===== src/rtl/pulse_trim_pkg.sv =====
package pulse_trim_pkg;
  localparam int CFG_W = 8;
  localparam int NUM_W = CFG_W - 1;

  typedef enum logic {
    WIN_SHORT = 1'b0,
    WIN_LONG  = 1'b1
  } win_e;

  // Deletion count: upper seven bits, top bit most significant
  function automatic logic [NUM_W-1:0] drop_count(input logic [CFG_W-1:0] w);
    return w[CFG_W-1:1];
  endfunction

  // Window selection from the lowest bit
  function automatic win_e win_select(input logic [CFG_W-1:0] w);
    return win_e'(w[0]);
  endfunction
endpackage


===== src/rtl/pulse_trim_timer.sv =====
module pulse_trim_timer
  import pulse_trim_pkg::*;
#(
  parameter int LEN_SHORT = 491520,
  parameter int LEN_LONG  = 983040,
  parameter int POS_W     = 20
) (
  input  logic             clk,
  input  logic             rst,
  input  logic             tick_in,
  input  win_e             win,
  output logic [POS_W-1:0] pos,
  output logic             wrap
);
  localparam logic [POS_W-1:0] LAST_S = POS_W'(LEN_SHORT - 1);
  localparam logic [POS_W-1:0] LAST_L = POS_W'(LEN_LONG - 1);

  function automatic logic [POS_W-1:0] last_pos(input win_e w);
    return (w == WIN_LONG) ? LAST_L : LAST_S;
  endfunction

  logic [POS_W-1:0] pos_q;

  assign wrap = tick_in && (pos_q == last_pos(win));
  assign pos  = pos_q;

  always_ff @(posedge clk) begin
    if (rst) begin
      pos_q <= '0;
    end else if (wrap) begin
      pos_q <= '0;
    end else if (tick_in) begin
      pos_q <= pos_q + POS_W'(1);
    end
  end
endmodule


===== src/rtl/pulse_trim_drop.sv =====
module pulse_trim_drop #(
  parameter int NUM_W = 7
) (
  input  logic             clk,
  input  logic             rst,
  input  logic             tick_in,
  input  logic             load,
  input  logic [NUM_W-1:0] load_val,
  output logic             busy
);
  logic [NUM_W-1:0] left_q;

  assign busy = (left_q != '0);

  always_ff @(posedge clk) begin
    if (rst) begin
      left_q <= '0;
    end else if (load) begin
      left_q <= load_val;
    end else if (tick_in && busy) begin
      left_q <= left_q - NUM_W'(1);
    end
  end
endmodule


===== src/rtl/pulse_trim_gate.sv =====
module pulse_trim_gate (
  input  logic tick_in,
  input  logic busy,
  output logic tick_out
);
  assign tick_out = tick_in && !busy;
endmodule


===== src/rtl/pulse_trim_cal.sv =====
module pulse_trim_cal
  import pulse_trim_pkg::*;
#(
  parameter int LEN_SHORT = 491520,
  parameter int LEN_LONG  = 983040
) (
  input  logic             clk,
  input  logic             rst,
  input  logic             tick_in,
  input  logic [CFG_W-1:0] cfg_word,
  output logic             tick_out,
  output logic             period_mark
);
  localparam int POS_W = $clog2(LEN_LONG);

  win_e             win_q;
  logic             mark_q;
  logic [POS_W-1:0] pos;
  logic             wrap;
  logic             drop_busy;

  pulse_trim_timer #(
    .LEN_SHORT(LEN_SHORT),
    .LEN_LONG (LEN_LONG),
    .POS_W    (POS_W)
  ) timer_i (
    .clk    (clk),
    .rst    (rst),
    .tick_in(tick_in),
    .win    (win_q),
    .pos    (pos),
    .wrap   (wrap)
  );

  pulse_trim_drop #(
    .NUM_W(NUM_W)
  ) drop_i (
    .clk     (clk),
    .rst     (rst),
    .tick_in (tick_in),
    .load    (wrap),
    .load_val(drop_count(cfg_word)),
    .busy    (drop_busy)
  );

  pulse_trim_gate gate_i (
    .tick_in (tick_in),
    .busy    (drop_busy),
    .tick_out(tick_out)
  );

  always_ff @(posedge clk) begin
    if (rst) begin
      win_q  <= WIN_SHORT;
      mark_q <= 1'b0;
    end else begin
      mark_q <= wrap;
      if (wrap) begin
        win_q <= win_select(cfg_word);
      end
    end
  end

  assign period_mark = mark_q;
endmodule


===== config.mk =====
export PLATFORM = sky130hd
export DESIGN_NAME = pulse_trim_cal
export DESIGN_NICKNAME = d
export VERILOG_FILES = /design/src/rtl/pulse_trim_pkg.sv /design/src/rtl/pulse_trim_timer.sv /design/src/rtl/pulse_trim_drop.sv /design/src/rtl/pulse_trim_gate.sv /design/src/rtl/pulse_trim_cal.sv
export SDC_FILE = /design/constraint.sdc
export NUM_CORES = 1
export LEC_CHECK = 0
export CORE_MARGIN = 5
export CORE_UTILIZATION = 56
export CTS_CLUSTER_DIAMETER = 30
export DETAILED_ROUTE_END_ITERATION = 7
export GPL_TIMING_DRIVEN = 0
export PLACE_DENSITY = 0.76
export SLEW_MARGIN = 20
export SYNTH_ARGS = -nofsm -noshare
export SYNTH_HDL_FRONTEND = slang
export SYNTH_SLANG_ARGS = --single-unit

===== constraint.sdc =====
create_clock -name clk -period 2.19 [get_ports clk]
set_input_delay 0.438 -clock clk [delete_from_list [all_inputs] [get_ports clk]]
set_output_delay 0.438 -clock clk [all_outputs]
set_load 0.005 [all_outputs]

==> metrics.txt, run 1 <==
internal reg-to-reg setup slack=between 0.4 and 0.5 ns; switching power=between 0.5 and 0.6 mW; DIE HEIGHT=slightly above 60 microns; Slew Viols, Final=0; cell taking the most area after synthesis=dfxtp_1; yosys warns=0; hold violation total from the final report=0; Mapped Cells=160; GRT Max-Usage Layer=met2; Top delay family on crit path=flip-flops; Fmax achieved=about 0.55 GHz; Critical-path top delay cell=dfxtp_2; syn nets=between 150 and 200; first-pass GRT wire length=roughly 4800 microns; worst slew pin tran=between 0.5 and 0.6 ns; via/cell ratio=5.36; area grow syn2layout=17.3%; hold path start=drop_i.left_q[0]; Worst R2R Start=timer_i.pos[7]; vias=between 1k and 1.5k; clock latency on the worst-skew pair=approximately 0.32 ns; worst path bufs/invs=2; gr usage total=17.7%; worst vdd ir=0.714 mV; Filler cells=190; ratio of cells with drive above 1 in the final layout=between 10% and 20%; Hold Path Depth=2; max-cap violation count=0; Pre-Repair DR Iteration Count=4; DRT iter0 DRCs=~60; DIE WIDTH=60.9 microns; Leakage Power=0.684 nW; Power Density=slightly above 900 nW/um^2; Post-synth ARST share=0%; Hold Crit Class=flop to flop; Synth Area per Inst=between 9 and 10 sq um; share of the synthesized area in the top cell type=roughly two fifths; worst path arrival time=~1.4 ns; row count=18; CTS buffer count=5; final core utilization=68.7%; hpwl dp=a little over 2000 microns; ys flop type=dfxtp_1; Area contributors post-synth=dfxtp_1 (40%), nor2_1 (8.5%), xor2_1 (8.5%), a211oi_2 (4.3%), nand4_1 (3.5%); largest net degree at the start of global routing=11; grt met3 use=6.60%; final routed DRC violation total=0; maximum buffer depth of the clock tree=2; Distinct cells, synth=37; post-synthesis sequential area ratio=about two fifths; switching part of the total=roughly a third; Post-DRT Antenna Nets=0; die area=roughly 3700 sq um; root buf cell=clkbuf_4; mapped cell area=between 1000 and 1500 sq um; Register Area=582 sq um; met1 Use GR=between 20% and 30%; Final Power=1.56 mW; R2R depth=7; synthesized flop and latch total=29; Seq pwr share=42.8%; Pint=1.03 mW; Initial Utilization=roughly three fifths; grt met2 use=around 29%; Antenna Cells=0; clk sinks=29; relative slew slack=approximately 63%; power share of the clock group=between 10% and 20%; unrepaired setup endpoints after global routing=no; # hold bufs at CTS=0; clock slew at the register clock pins of the worst setup and hold paths=~0.090 ns; CP max stage delay=0.34 ns; crit path cell chain=inv_1, ha_2, nor2b_4, and3_1, dlymetal6s2s_1; initial antenna violation count=0; Setup CP Type=flop to primary output; Ports=13; htree depth=2; Clock Skew=~0.0076 ns; Setup-failing EPs final=0; CTS tree=done; area occupied by multi-input gates=between 800 and 900 sq um; Worst EP required=approximately 1.8 ns; core footprint=about 2500 sq um; vias in the first global route=1139; Max Fanout on Critical Path=4; number of flops mapped to enable cells by yosys=0; IO buf count=12; drt total wl=roughly 2800 microns; minimum clock period=~1.8 ns; status=finished clean; Combinational Power Share=between 30% and 40%; Routed wire per std cell=~13 microns; Crit Reg-Reg Endpoint=timer_i.pos[16]; CP Capture Type=primary output; Final Cycle Share=82.6%; hold endpoint=drop_i.left_q[0]; Setup crit start kind=flop; final net count=just under 200; RePlAce Congestion=a little over 0.8; grt ovf=0
[sequential cells by signal (all words and copies together), names as in the netlist]
name and cells:
drop_i.left_q 7, win_q 1, period_mark 1, timer_i.pos 20
[worst reg2reg max path, cell delays in order, from the launching register on]
cell and delay [ns]:
dfxtp_1 0.42, nand4_1 0.19, nor4_4 0.50, nand2_4 0.15
nand2b_2 0.10, buf_6 0.14, buf_12 0.12, nor2_1 0.05
[logic make-up (layout without fill, tap and decap cells)]
| family | after synthesis | count (layout) | share of synthesized area [%] |
|---|---|---|---|
| flops | 29 | 29 | 40.0 |
| xor+xnor | 18 | 18 | 10.9 |
| mux | 4 | 4 | 2.76 |
| compound gates | 17 | 17 | 9.84 |
| buf+inv | 8 | 29 | 4.31 |
| fa+ha+maj | 3 | 3 | 2.59 |
| simple gates | 81 | 81 | 29.6 |
[power groups by stage]
stage | logic, mW | clock network, mW | registers [mW]
CTS | 0.536 | 0.319 | 0.653
floorplan | 0.388 | 0 | 0.642
global route | 0.655 | 0.346 | 0.674
finish | 0.583 | 0.309 | 0.666
detailed placement | 0.503 | 0 | 0.656
global placement | 0.479 | 0 | 0.651
[synthesized netlist by cell type (all sizes together) (2+ instances only)]
library cell and number:
nor2 33, dfxtp 29, xor2 14, nand2 12, nand3 9, nand4 9
a211oi 5, a21oi 5, buf 5, mux2i 4, xnor2 4, and3 3
ha 3, nor3 3, nor4 3, and2 2, inv 2, o21a 2
o21ai 2
[cell type report]
cell class | instances | share of cell area, %
clock inverter | 2 | 0.588
tap | 30 | 2.21
buffer | 6 | 3.68
inverter | 2 | 0.441
timing repair buffer | 13 | 7.57
multi-input combinational | 123 | 48.9
clock buffer | 6 | 2.43
sequential | 29 | 34.2
[metal layers]
layer	wire, microns	vias up
li1	-	591
met1	1340	513
met2	1360	23
met3	103	5
met4	38	0
met5	0	-
[cells in the final DEF (no fill, tap or decap), types with 3 or more instances in the layout]
cell	netlist	final
xnor2_1	4	4
a21oi_1	4	4
nand2_1	11	11
mux2i_1	4	4
nor3_1	3	3
dfxtp_1	29	28
and3_1	3	3
xor2_1	14	14
a211oi_2	5	5
nand3_1	9	9
nand4_1	8	8
clkdlybuf4s50_1	0	10
nor2_1	33	33
buf_6	2	3
clkbuf_4	0	5
[through the flow]
stage	setup WS, ns	instance area (sq um)	hold WS [ns]	TNS, ns	cells
after floorplan	0.599	1450	0.464	0	160
after global placement	-0.309	1610	0.490	-0.555	202
after detailed placement	-0.314	1610	0.501	-0.523	202
after CTS	0.00482	1680	0.500	0	210
after global routing	0.288	1700	0.535	0	211
final	0.381	1700	0.500	0	211
[how the worst max path moves through the flow]
| stage | cells past startpoint | slack [ns] | to | from |
|---|---|---|---|---|
| floorplan | 7 | 0.60 | timer_i.pos[0] | timer_i.pos[19] |
| global placement | 4 | -0.31 | tick_out | tick_in |
| detailed placement | 4 | -0.31 | tick_out | tick_in |
| CTS | 3 | 0.005 | tick_out | drop_i.left_q[2] |
| global route | 5 | 0.29 | tick_out | drop_i.left_q[0] |
| finish | 5 | 0.38 | tick_out | drop_i.left_q[0] |
[timing repair]
action | in CTS | in global routing
setup endpoints to repair | 1 | 1
setup buffers | 0 | 1
gates resized for setup | 9 | 3
(Power assumes the default switching activity.)
==> run 2: changes to the inputs <==
Clock period 2.19 ns to 1.75 ns, I/O delays scaled along.
==> metrics.txt, run 2 (synthesized netlist as in run 1, its figures left out) <==
first-pass GRT wire length=5040 microns (was 4800 microns); vias in the first global route=1192 (was 1139); largest net degree at the start of global routing=11 (unchanged); Max Fanout on Critical Path=4 (unchanged); max-cap violation count=0 (unchanged); Hold WS=0.543 ns (was 0.500 ns); commonest cells after routing, fill and taps aside=nor2_1 (32), dfxtp_1 (20), xor2_1 (14) (was nor2_1 (33), dfxtp_1 (28), xor2_1 (14)); maximum buffer depth of the clock tree=2 (unchanged); Pint=1.50 mW (was 1.03 mW); die area=3710 sq um (unchanged); max FFs per register=20 (unchanged); CTS tree=done (unchanged); final net count=203 (was 194); unrepaired setup endpoints after global routing=yes (was no); switching part of the total=32.6% (was 34.2%); worst vdd ir=1.22 mV (was 0.714 mV); row count=18 (unchanged); relative slew slack=62.8% (was 63.0%); Routed wire per std cell=13.4 microns (was 13.5 microns); Post-DRT Antenna Nets=0 (unchanged); DRT iter0 DRCs=60 (was 59); Antenna Cells=0 (unchanged); Pre-Repair DR Iteration Count=4 (unchanged); Setup-failing EPs final=0 (unchanged); Setup CP Type=flop to primary output (unchanged); final routed DRC violation total=0 (unchanged); Seq pwr share=37.9% (was 42.8%); IO buf count=12 (unchanged); initial antenna violation count=0 (unchanged); # hold bufs at CTS=0 (unchanged); area grow syn2layout=23.4% (was 17.3%); hpwl dp=2010 microns (unchanged); Hold Crit Class=flop to flop (unchanged); Power Density=1240 nW/um^2 (was 915 nW/um^2); RePlAce Congestion=0.827 (unchanged); status=finished clean (unchanged); Leakage Power=0.719 nW (was 0.684 nW); Combinational Power Share=44.7% (was 37.4%); switching power=0.725 mW (was 0.532 mW); clock latency on the worst-skew pair=0.33 ns (was 0.32 ns); DIE WIDTH=60.9 microns (unchanged); CP Capture Type=primary output (unchanged); Clock Skew=0.0119 ns (was 0.00760 ns); Setup crit start kind=flop (unchanged); gr usage total=18.5% (was 17.7%); grt ovf=0 (unchanged); Final Cycle Share=a little over nine tenths; Slew Viols, Final=0 (unchanged); htree depth=2 (unchanged); clock slew at the register clock pins of the worst setup and hold paths=0.10 ns (was 0.09 ns); Ports=13 (unchanged); CTS buffer count=5 (unchanged); commonest non-fill, non-tap cell in the layout=nor2_1 (unchanged); Initial Utilization=58.5% (unchanged); Worst EP required=1.40 ns (was 1.75 ns); Layout Cells excl Fill=220 (was 211); worst slew pin tran=0.558 ns (was 0.555 ns); hold path start=drop_i.left_q[3] (was drop_i.left_q[0]); crit path from=drop_i.left_q[2] (was drop_i.left_q[0]); core footprint=2480 sq um (unchanged); vias=1182 (was 1132); via/cell ratio=5.37 (was 5.36); worst path arrival time=1.37 ns (about the same); root buf cell=clkbuf_4 (unchanged); Worst R2R Start=timer_i.pos[19] (was timer_i.pos[7]); minimum clock period=1.72 ns; drt total wl=2950 microns (was 2840 microns); power share of the clock group=17.4% (was 19.8%); clk sinks=29 (unchanged); DIE HEIGHT=60.9 microns (unchanged); cell count after placement=202 (unchanged); hold violation total from the final report=0 (unchanged); ratio of cells with drive above 1 in the final layout=26.8% (was 16.0%); Fmax achieved=between 0.5 and 0.6 GHz
run 2: per-layer routing:
layer  routed length [microns]  share of wire, %  vias to the layer above  GRT usage, %
li1                          -                 -                      612             -
met4                        19              0.64                        0          8.05
met2                      1470                50                       23          30.7
met3                       126               4.3                        2          6.60
met5                         0                 0                        -             0
met1                      1340                45                      545          21.5
run 2: timing repair:
| item | in CTS | in global routing |
|---|---|---|
| pin swaps | 3 | 3 |
| gates cloned | 0 | 0 |
| buffers inserted | 7 | 3 |
| resized for setup | 14 | 15 |
| endpoints found under the setup margin | 14 | 21 |
| endpoints found under the hold margin | 0 | 0 |
run 2: per-stage QoR:
| stage | instance area (sq um) | setup WS [ns] | total power [mW] | setup TNS [ns] | util (%) |
|---|---|---|---|---|---|
| 2_1_floorplan | 1450 | 0.159 | 1.29 | 0 | - |
| 3_3_place_gp | 1610 | -0.573 | 1.41 | -9.10 | 64.9 |
| 3_5_place_dp | 1610 | -0.578 | 1.45 | -9.11 | 64.9 |
| 4_1_cts | 1740 | 0.00603 | 2.08 | 0 | 70.2 |
| 5_1_grt | 1790 | -0.0454 | 2.39 | -0.0494 | 72.2 |
| 6_report | 1790 | 0.0311 | 2.23 | 0 | 72.2 |
run 2: power by group through the flow:
stage / clock network [mW] / registers, mW / logic, mW
6_report: 0.387 / 0.844 / 0.995
5_1_grt: 0.435 / 0.854 / 1.10
4_1_cts: 0.400 / 0.818 / 0.864
3_5_place_dp: 0 / 0.821 / 0.629
3_3_place_gp: 0 / 0.815 / 0.599
2_1_floorplan: 0 / 0.804 / 0.486
run 2: path summary, 6_finish.rpt:
check / end / slack (ns) / cells after the start
worst max-delay path: tick_out / 0.03 / 4
worst min-delay path: drop_i.left_q[3] / 0.54 / 2
worst max register to register: timer_i.pos[16] / 0.05 / 7
worst min register to register: drop_i.left_q[3] / 0.54 / 2
run 2: final cells by class:
class	count	area (sq um)
timing repair buffer	22	189
multi-input combinational	123	845
clock inverter	2	10.0
buffer	6	62.6
clock buffer	6	41.3
fill	182	688
tap	30	37.5
sequential	29	597
inverter	2	7.51
run 2: critical path, cell delays in order (launching register included):
cell      delay (ns)
dfxtp_4         0.37
nor4_4          0.28
buf_4           0.14
and3_1          0.14
clkbuf_2        0.10
==> run 3: changes to the inputs <==
Settings changed: SLEW_MARGIN 20 to unset.
==> results of run 3 <==
No change in the layout: final DEF, timing and power equal those of run 2.
